===== config.mk =====
export PLATFORM = sky130hd
export DESIGN_NAME = addsub_scan_tree
export DESIGN_NICKNAME = d
export VERILOG_FILES = /design/src/rtl/ast_pkg.sv /design/src/rtl/ast_leaf_stage.sv /design/src/rtl/ast_addsub_node.sv /design/src/rtl/addsub_scan_tree.sv
export SDC_FILE = /design/constraint.sdc
export NUM_CORES = 2
export LEC_CHECK = 0
export CORE_MARGIN = 4
export CORE_UTILIZATION = 35
export CTS_CLUSTER_SIZE = 30
export DETAILED_ROUTE_END_ITERATION = 10
export GPL_ROUTABILITY_DRIVEN = 1
export PLACE_DENSITY = 0.52
export SLEW_MARGIN = 20
export SYNTH_ARGS = -nofsm -noshare
export SYNTH_HDL_FRONTEND = slang
export SYNTH_HIERARCHICAL = 1
export SYNTH_SLANG_ARGS = --single-unit

===== constraint.sdc =====
create_clock -name clk -period 33.1 [get_ports clk]
set_input_delay 9.93 -clock clk [delete_from_list [all_inputs] [get_ports clk]]
set_output_delay 9.93 -clock clk [all_outputs]
set_load 0.03 [all_outputs]

===== src/rtl/ast_pkg.sv =====
`timescale 1ns/1ps
package ast_pkg;

    // first flat node index of tree level lv (levels start at 1)
    function automatic int lvl_off(input int nleaf, input int lv);
        return nleaf - (nleaf >> (lv - 1));
    endfunction

    // number of nodes on tree level lv
    function automatic int lvl_cnt(input int nleaf, input int lv);
        return nleaf >> lv;
    endfunction

endpackage


===== src/rtl/ast_leaf_stage.sv =====
`timescale 1ns/1ps
module ast_leaf_stage #(
    parameter int OPW      = 24,
    parameter int NUM_LEAF = 16
) (
    input  logic                             clk,
    input  logic                             rst,
    input  logic [NUM_LEAF*OPW-1:0]          leaf_i,
    output logic [NUM_LEAF-1:0][OPW-1:0]     leaf_q_o
);

    logic [NUM_LEAF-1:0][OPW-1:0] leaf_d, leaf_q;

    always_comb begin
        for (int j = 0; j < NUM_LEAF; j++) begin
            leaf_d[j] = leaf_i[j*OPW +: OPW];
        end
    end

    always_ff @(posedge clk) begin
        if (rst) begin
            leaf_q <= '0;
        end else begin
            leaf_q <= leaf_d;
        end
    end

    assign leaf_q_o = leaf_q;

    AST_LEAF_CAPTURE: assert property (@(posedge clk) disable iff (rst)
        !$past(rst) |-> leaf_q == $past(leaf_i)) else $error("leaf capture");

endmodule


===== src/rtl/ast_addsub_node.sv =====
`timescale 1ns/1ps
module ast_addsub_node #(
    parameter int W = 24
) (
    input  logic         clk,
    input  logic         rst,
    input  logic [W-1:0] opa,
    input  logic [W-1:0] opb,
    input  logic         mode_sd,
    input  logic         test_en,
    output logic [W-1:0] res_q_o,
    output logic         scan_o
);

    logic [W-1:0] acc_d, acc_q;
    logic [W-1:0] opb_x, prop, gen, sum;
    logic         cin;

    // ripple carry: carry-in equals mode, B inverted when subtracting
    always_comb begin
        opb_x = opb ^ {W{mode_sd}};
        prop  = opa ^ opb_x;
        gen   = opa & opb_x;
        cin   = mode_sd;
        sum   = '0;
        for (int i = 0; i < W; i++) begin
            sum[i] = prop[i] ^ cin;
            cin    = gen[i] | (prop[i] & cin);
        end
        acc_d = test_en ? {acc_q[W-2:0], mode_sd} : sum;
    end

    always_ff @(posedge clk) begin
        if (rst) begin
            acc_q <= '0;
        end else begin
            acc_q <= acc_d;
        end
    end

    assign res_q_o = acc_q;
    assign scan_o  = acc_q[W-1];

    AST_NODE_ADD: assert property (@(posedge clk) disable iff (rst)
        (!test_en && !mode_sd) |=> acc_q == W'($past(opa) + $past(opb))) else $error("add");
    AST_NODE_SUB: assert property (@(posedge clk) disable iff (rst)
        (!test_en && mode_sd) |=> acc_q == W'($past(opa) - $past(opb))) else $error("sub");
    AST_NODE_SHIFT: assert property (@(posedge clk) disable iff (rst)
        test_en |=> (acc_q[W-1:1] == $past(acc_q[W-2:0])) && (acc_q[0] == $past(mode_sd))) else $error("shift");
    AST_NODE_RESET: assert property (@(posedge clk)
        rst |=> acc_q == '0) else $error("reset");

endmodule


===== src/rtl/addsub_scan_tree.sv =====
`timescale 1ns/1ps
module addsub_scan_tree
    import ast_pkg::*;
#(
    parameter int OPW      = 24,
    parameter int NUM_LEAF = 16,
    parameter int OUT_W    = 28
) (
    input  logic                      clk,
    input  logic                      rst,
    input  logic [NUM_LEAF*OPW-1:0]   leaf_in,
    input  logic [NUM_LEAF-2:0]       mode_sd,
    input  logic [NUM_LEAF-2:0]       test_en,
    output logic [NUM_LEAF-2:0]       scan_out,
    output logic [OUT_W-1:0]          root_out
);

    localparam int LEVELS   = $clog2(NUM_LEAF);
    localparam int NUM_NODE = NUM_LEAF - 1;
    localparam int EXT_W    = OUT_W - OPW;

    logic [NUM_LEAF-1:0][OPW-1:0] leaf_q;
    logic [NUM_NODE-1:0][OPW-1:0] node_q;

    ast_leaf_stage #(
        .OPW      (OPW),
        .NUM_LEAF (NUM_LEAF)
    ) u_leaf (
        .clk      (clk),
        .rst      (rst),
        .leaf_i   (leaf_in),
        .leaf_q_o (leaf_q)
    );

    for (genvar lv = 1; lv <= LEVELS; lv++) begin : g_lvl
        for (genvar j = 0; j < lvl_cnt(NUM_LEAF, lv); j++) begin : g_node
            localparam int K = lvl_off(NUM_LEAF, lv) + j;
            logic [OPW-1:0] a_w, b_w;
            if (lv == 1) begin : g_from_leaf
                assign a_w = leaf_q[2*j];
                assign b_w = leaf_q[2*j+1];
            end else begin : g_from_node
                assign a_w = node_q[lvl_off(NUM_LEAF, lv-1) + 2*j];
                assign b_w = node_q[lvl_off(NUM_LEAF, lv-1) + 2*j + 1];
            end
            ast_addsub_node #(
                .W (OPW)
            ) u_node (
                .clk     (clk),
                .rst     (rst),
                .opa     (a_w),
                .opb     (b_w),
                .mode_sd (mode_sd[K]),
                .test_en (test_en[K]),
                .res_q_o (node_q[K]),
                .scan_o  (scan_out[K])
            );
        end
    end

    assign root_out = {{EXT_W{node_q[NUM_NODE-1][OPW-1]}}, node_q[NUM_NODE-1]};

endmodule


Word level (Yosys, flattened, before mapping)

Index checks and enable logic that the tools add are counted.

Reductions and logical operators: 0
Equality and inequality tests: 0
Multipliers: 0
Mux-type cells: 15
Shifts and indexed selects: 0
Div/mod/pow operators: 0
Add/subtract/negate cells: 0
$lt $le $gt $ge: 0
Bitwise gates (word level): 1095

Operator list:

| operator           | count |
|---|---|
| 24-bit XOR         | 30 |
| 24-bit 2-to-1 mux  | 15 |
| 1-bit XOR          | 360 |
| 1-bit bitwise AND  | 345 |
| 23-bit bitwise AND | 15 |
| 1-bit OR           | 345 |

Bits in writable memories: 0
Memories: 0
Output and inout bits: 43
Logic and storage cells: 1141
Latch bits: 0
Register bits: 744
ROM bits: 0

Longest topological paths before layout

Depth after elaboration: 50
Gate-level depth with buffers: 28

By module

The synthesis kept the hierarchy.

By module, submodules not included:

| module                                          | instances | area an instance (um2) | seq. area each (um2) | cells an instance |
|---|---|---|---|---|
| ast_addsub_node (g_lvl[1].g_node[0].u_node ...) | 11        | 1631.6                 | 480.5                | 177 |
| ast_leaf_stage                                  | 1         | 11269.6                | 7687.4               | 811 |
| ast_addsub_node (g_lvl[2].g_node[3].u_node ...) | 4         | 1632.8                 | 480.5                | 177 |
| addsub_scan_tree                                | 1         | 30.0                   | 0.0                  | 4 |

Worst setup path before layout

No wires, ideal clock.

Kind: input to register
Start: in mode_sd[11]
End: reg g_lvl[2].g_node[3].u_node.acc_q[23]
Stages on the path: 28
Setup slack: 13.042 ns
Arrival time: 19.974 ns
Library setup time: 0.084 ns
Cell sequence: buf_6 buf_4 xnor2_1 fa_1 fa_1 fa_1 fa_1 fa_1 fa_1 fa_1 fa_1 fa_1 fa_1 fa_1 fa_1 fa_1 fa_1 fa_1 fa_1 fa_1 fa_1 fa_1 fa_1 fa_1 fa_1 xor2_1 xnor2_1 o31ai_2

Cells in the longest elaborated chain, start to end: 50
Elaborated cells on any way between the ends: 51

RTL lines:

| element              | RTL line               | source |
|---|---|---|
| start, declared      | addsub_scan_tree.sv:12 | `input logic [NUM_LEAF-2:0] mode_sd,` |
| 24-bit XOR           | ast_addsub_node.sv:21  | `opb_x = opb ^ {W{mode_sd}};` |
| 24-bit XOR           | ast_addsub_node.sv:22  | `prop = opa ^ opb_x;` |
| 1-bit bitwise AND    | ast_addsub_node.sv:28  | `cin = gen[i] \| (prop[i] & cin);` |
| 1-bit OR             | ast_addsub_node.sv:28  |  |
| 1-bit bitwise AND    | ast_addsub_node.sv:28  |  |
| 1-bit OR             | ast_addsub_node.sv:28  |  |
| 1-bit bitwise AND    | ast_addsub_node.sv:28  |  |
| 1-bit OR             | ast_addsub_node.sv:28  |  |
| [... 34 more ...]    | --                     |  |
| 1-bit bitwise AND    | ast_addsub_node.sv:28  |  |
| 1-bit OR             | ast_addsub_node.sv:28  |  |
| 1-bit bitwise AND    | ast_addsub_node.sv:28  |  |
| 1-bit OR             | ast_addsub_node.sv:28  |  |
| 1-bit bitwise AND    | ast_addsub_node.sv:28  |  |
| 1-bit OR             | ast_addsub_node.sv:28  |  |
| 1-bit XOR *          | ast_addsub_node.sv:27  | `sum[i] = prop[i] ^ cin;` |
| 24-bit 2-to-1 mux *  | ast_addsub_node.sv:30  | `acc_d = test_en ? {acc_q[W-2:0], mode_sd} : sum;` |
| end signal, assigned | ast_addsub_node.sv:35  | `acc_q <= '0;` |
| end signal, assigned | ast_addsub_node.sv:37  | `acc_q <= acc_d;` |
| end, declared        | ast_addsub_node.sv:15  | `logic [W-1:0] acc_d, acc_q;` |

Mark *: on every way between the ends. The rest lies on a longest branch, timed or not.
A chain may end at the register's enable or synchronous reset.

Worst setup path after layout

Start: in mode_sd[6]
End: reg g_lvl[1].g_node[6].u_node.acc_q[23]

Cells in the longest elaborated chain, start to end: 50
Elaborated cells on any way between the ends: 51

RTL lines:

| element              | RTL line |
|---|---|
| 24-bit XOR           | ast_addsub_node.sv:21 |
| 24-bit XOR           | ast_addsub_node.sv:22 |
| 1-bit bitwise AND    | ast_addsub_node.sv:28 |
| 1-bit OR             | ast_addsub_node.sv:28 |
| 1-bit bitwise AND    | ast_addsub_node.sv:28 |
| 1-bit OR             | ast_addsub_node.sv:28 |
| 1-bit bitwise AND    | ast_addsub_node.sv:28 |
| 1-bit OR             | ast_addsub_node.sv:28 |
| [... 34 more ...]    | -- |
| 1-bit bitwise AND    | ast_addsub_node.sv:28 |
| 1-bit OR             | ast_addsub_node.sv:28 |
| 1-bit bitwise AND    | ast_addsub_node.sv:28 |
| 1-bit OR             | ast_addsub_node.sv:28 |
| 1-bit bitwise AND    | ast_addsub_node.sv:28 |
| 1-bit OR             | ast_addsub_node.sv:28 |
| 1-bit XOR *          | ast_addsub_node.sv:27 |
| 24-bit 2-to-1 mux *  | ast_addsub_node.sv:30 |
| end signal, assigned | ast_addsub_node.sv:35 |
| end signal, assigned | ast_addsub_node.sv:37 |
| end, declared        | ast_addsub_node.sv:15 |

Marks and branches as above.

==> flow_summary.json <==
{
  "run_status": "completed",
  "syn_to_layout_area_delta_pct": 22.0,
  "synth_area_leaders": "sky130_fd_sc_hd__dfxtp_1 (42%), sky130_fd_sc_hd__fa_1 (18%), sky130_fd_sc_hd__xnor2_1 (8.4%), sky130_fd_sc_hd__nor2_1 (7.1%), sky130_fd_sc_hd__nor2b_2 (6.7%)",
  "syn_nets": 4216,
  "synthCells": 3470,
  "post_layout_utilization_of_the_core": 0.430,
  "routed_wire_length_per_instance_microns": 15.5,
  "layout_commonest_cell": "sky130_fd_sc_hd__dfxtp_1",
  "cts.repair_timing.setup_buffer_count": 0,
  "floorplan.die.height_microns": 328,
  "vdd_ir_drop_max_v": 0.0000309,
  "sequential_cell_area_sq_um": 14900,
  "grt_overflow": 0,
  "cts_resized": 0,
  "timing.max_slew.rel_slack": 0.309,
  "first_global_vias": 23600,
  "route.detailed.drc": 0,
  "post-route-worst-setup-slack_ns": 12.74,
  "crit-reg2reg-capture": "g_lvl[3].g_node[0].u_node/res_q_o[23]",
  "vias_per_cell": 4.22,
  "total_power_mw": 2.69,
  "initial_core_util": 0.352,
  "postPlaceCellArea_sq_um": 40700,
  "first_pass_grt_wire_length_microns": 128000,
  "layout-drive-gt1-share": 0.125,
  "min_delay_worst_endpoint": "g_lvl[4].g_node[0].u_node/res_q_o[20]",
  "cts_made_buffers": 86,
  "clkTransAtPathRegs_ns": 0.06,
  "cts_tree": "done",
  "initial_antenna_violation_count": 2,
  "insertion_delay_ns": 0.65,
  "hold_path.startpoint": "g_lvl[4].g_node[0].u_node/res_q_o[19]",
  "ioPinCount": 459,
  "clockRootBuffer": "sky130_fd_sc_hd__clkbuf_16",
  "setup-violations-final": 0,
  "cts.hold.buffers_added": 0,
  "max-clock-path-buffers": 3,
  "clock_sinks": 744,
  "worst_pin_slew_ns": 1.04,
  "power_report.internal_total_mw": 1.90,
  "yosys.cell_types.count": 20,
  "comb_power_share": 0.242,
  "layout_min_cycle_time_ns": 20.36,
  "mostFrequentLayoutCells": "sky130_fd_sc_hd__dfxtp_1 (744), sky130_fd_sc_hd__nor2_1 (675), sky130_fd_sc_hd__clkdlybuf4s50_1 (455)",
  "drt_first_pass_iters": 4,
  "share_clk_of_total_power": 0.364,
  "holdPathStages": 2,
  "fillerInstances": 10000,
  "seq_total_area_yosys": 0.416,
  "yosysWarnings": 6,
  "setup.worst_path.end_class": "register",
  "vias": 22200,
  "design.final.nets": 4569,
  "min-delay-path-class": "reg2reg",
  "drt-initial-drc-count": 977,
  "last_weighted_congestion_value_of_the_routability_driven_placer": 0.761,
  "finalCritPeriodShare": 0.615,
  "pwr-share-seq": 0.393,
  "post-place-ws_ns": 11.91,
  "fin_skew_ns": 0.0262,
  "max_cap_violations": 0,
  "crit_required_ns": 33.58,
  "layout.cell_area.non_filler_sq_um": 43700,
  "synth_area_sq_um": 35800,
  "placeable_core_region_sq_um": 102000,
  "switchingPower_uw": 791,
  "yosys_register_bits": 744,
  "h_tree_level_count": 3,
  "wl_microns": 81700,
  "timing.setup.tns_ns": 0,
  "chipWidth_microns": 328,
  "finalMaxSlewViolations": 0,
  "p_sw_frac": 0.294,
  "timing.final.hold_violations": 0,
  "powerDensity_nw_per_um2": 61.6,
  "synth_top_area_cell": "sky130_fd_sc_hd__dfxtp_1",
  "die-area_sq_um": 107000,
  "synth_top_area_share": 0.416,
  "detailed_place_hpwl_microns": 61800,
  "r2r_start": "g_lvl[2].g_node[0].u_node/res_q_o[0]",
  "critPathLaunchType": "input pin",
  "p_leak_nw": 16.2,
  "maxClockFrequency_ghz": 0.0491,
  "timing.setup.critical_path_class": "in2reg",
  "rsz_0062_raised_after_global_routing": "false",
  "critPathMaxFanout": 25,
  "grt_use_total": 0.151,
  "syn-mean-instance-area_sq_um": 10.3,
  "std_cell_rows": 117,
  "port_buffers": 458,
  "largest_net_degree_at_the_start_of_global_routing": 180,
  "timing.critical_path.arrival_ns": 20.84,
  "regToRegSetupSlack_ns": 22.42,
  "antenna_violating_nets_post_route": 0,
  "reg2reg_depth": 26,
  "antenna-diode-count": 0,
  "multi_input_gate_area_in_the_final_layout_sq_um": 18000
}
-- cell usage after synthesis, drive strengths merged --
| library cell | count |
|---|---|
| buf | 186 |
| a21oi | 330 |
| clkbuf | 41 |
| nand3b | 15 |
| fa | 330 |
| dfxtp | 744 |
| xor2 | 30 |
| nor2 | 675 |
| inv | 330 |
| xnor2 | 360 |
| o31ai | 15 |
| nor2b | 384 |
| mux2i | 30 |
-- sequential cells by signal (all words and copies together) (netlist names) --
signal,flops
g_lvl.g_node.u_node/res_q_o,360
u_leaf/leaf_q_o,384
-- logic make-up after synthesis --
group,synth area share
and+or+nand+nor,0.160
DFF,0.416
buffers and inverters,0.0803
xor gates and xnor gates,0.0986
AOI/OAI and AO/OA,0.0514
adders and majority gates,0.185
muxes,0.00839
-- metrics by stage --
stage          hold WS [ns]  cells
2_1_floorplan         0.454   3470
3_3_place_gp          0.468   5103
3_5_place_dp          0.472   5103
4_1_cts               0.488   5259
5_1_grt               0.511   5259
6_report              0.487   5259
-- routing by layer --
layer  vias up  global-route usage  part of all wire  wire length, microns
met5         -                   0           0.00038                    31
met4         4              0.0352             0.019                  1540
met3       106              0.0328             0.050                  4080
met2       388               0.240              0.45                 36900
met1     10600               0.212              0.48                 39100
li1      11100                   -                 -                     -
-- worst max-delay path: stages --
cell	delay, ns
sky130_fd_sc_hd__clkdlybuf4s50_1	0.46
sky130_fd_sc_hd__buf_4	0.38
sky130_fd_sc_hd__mux2i_1	0.18
sky130_fd_sc_hd__fa_1	0.44
sky130_fd_sc_hd__fa_1	0.44
sky130_fd_sc_hd__fa_1	0.44
sky130_fd_sc_hd__fa_1	0.44
sky130_fd_sc_hd__fa_1	0.44
sky130_fd_sc_hd__fa_1	0.43
sky130_fd_sc_hd__fa_1	0.43
sky130_fd_sc_hd__fa_1	0.43
sky130_fd_sc_hd__fa_1	0.43
sky130_fd_sc_hd__fa_1	0.43
sky130_fd_sc_hd__fa_1	0.42
sky130_fd_sc_hd__fa_1	0.43
sky130_fd_sc_hd__fa_1	0.42
sky130_fd_sc_hd__fa_1	0.42
sky130_fd_sc_hd__fa_1	0.42
sky130_fd_sc_hd__fa_1	0.42
sky130_fd_sc_hd__fa_1	0.44
sky130_fd_sc_hd__fa_1	0.43
sky130_fd_sc_hd__fa_1	0.43
sky130_fd_sc_hd__fa_1	0.43
sky130_fd_sc_hd__fa_1	0.42
sky130_fd_sc_hd__fa_1	0.42
sky130_fd_sc_hd__xor2_1	0.16
sky130_fd_sc_hd__xnor2_1	0.19
sky130_fd_sc_hd__o31ai_2	0.08
-- power groups by stage --
stage               logic [mW]  registers [mW]  clock network [mW]
finish                   0.652            1.06               0.979
global route             0.744            1.07                1.05
CTS                      0.669            1.06                1.01
detailed placement       0.665            1.08                   0
global placement         0.664            1.08                   0
floorplan                0.445            1.07                   0
-- layout make-up --
class                      count  share of cell area
timing repair buffer         492               0.111
inverter                     330              0.0284
clock buffer                 117              0.0575
sequential                   744               0.341
multi-input combinational   2169               0.412
tap                         1368              0.0392
clock inverter                39             0.00997
-- how the worst max path moves through the flow --
stage | from | to | slack (ns) | cells after the start
floorplan | mode_sd[11] | g_lvl[2].g_node[3].u_node/res_q_o[23] | 13.04 | 28
global placement | mode_sd[6] | g_lvl[1].g_node[6].u_node/res_q_o[23] | 12.10 | 28
detailed placement | mode_sd[6] | g_lvl[1].g_node[6].u_node/res_q_o[23] | 11.91 | 28
CTS | mode_sd[6] | g_lvl[1].g_node[6].u_node/res_q_o[23] | 12.65 | 28
global route | mode_sd[0] | g_lvl[1].g_node[0].u_node/res_q_o[23] | 12.28 | 28
finish | mode_sd[6] | g_lvl[1].g_node[6].u_node/res_q_o[23] | 12.74 | 28
No activity file was read; power rests on OpenSTA's default activity.
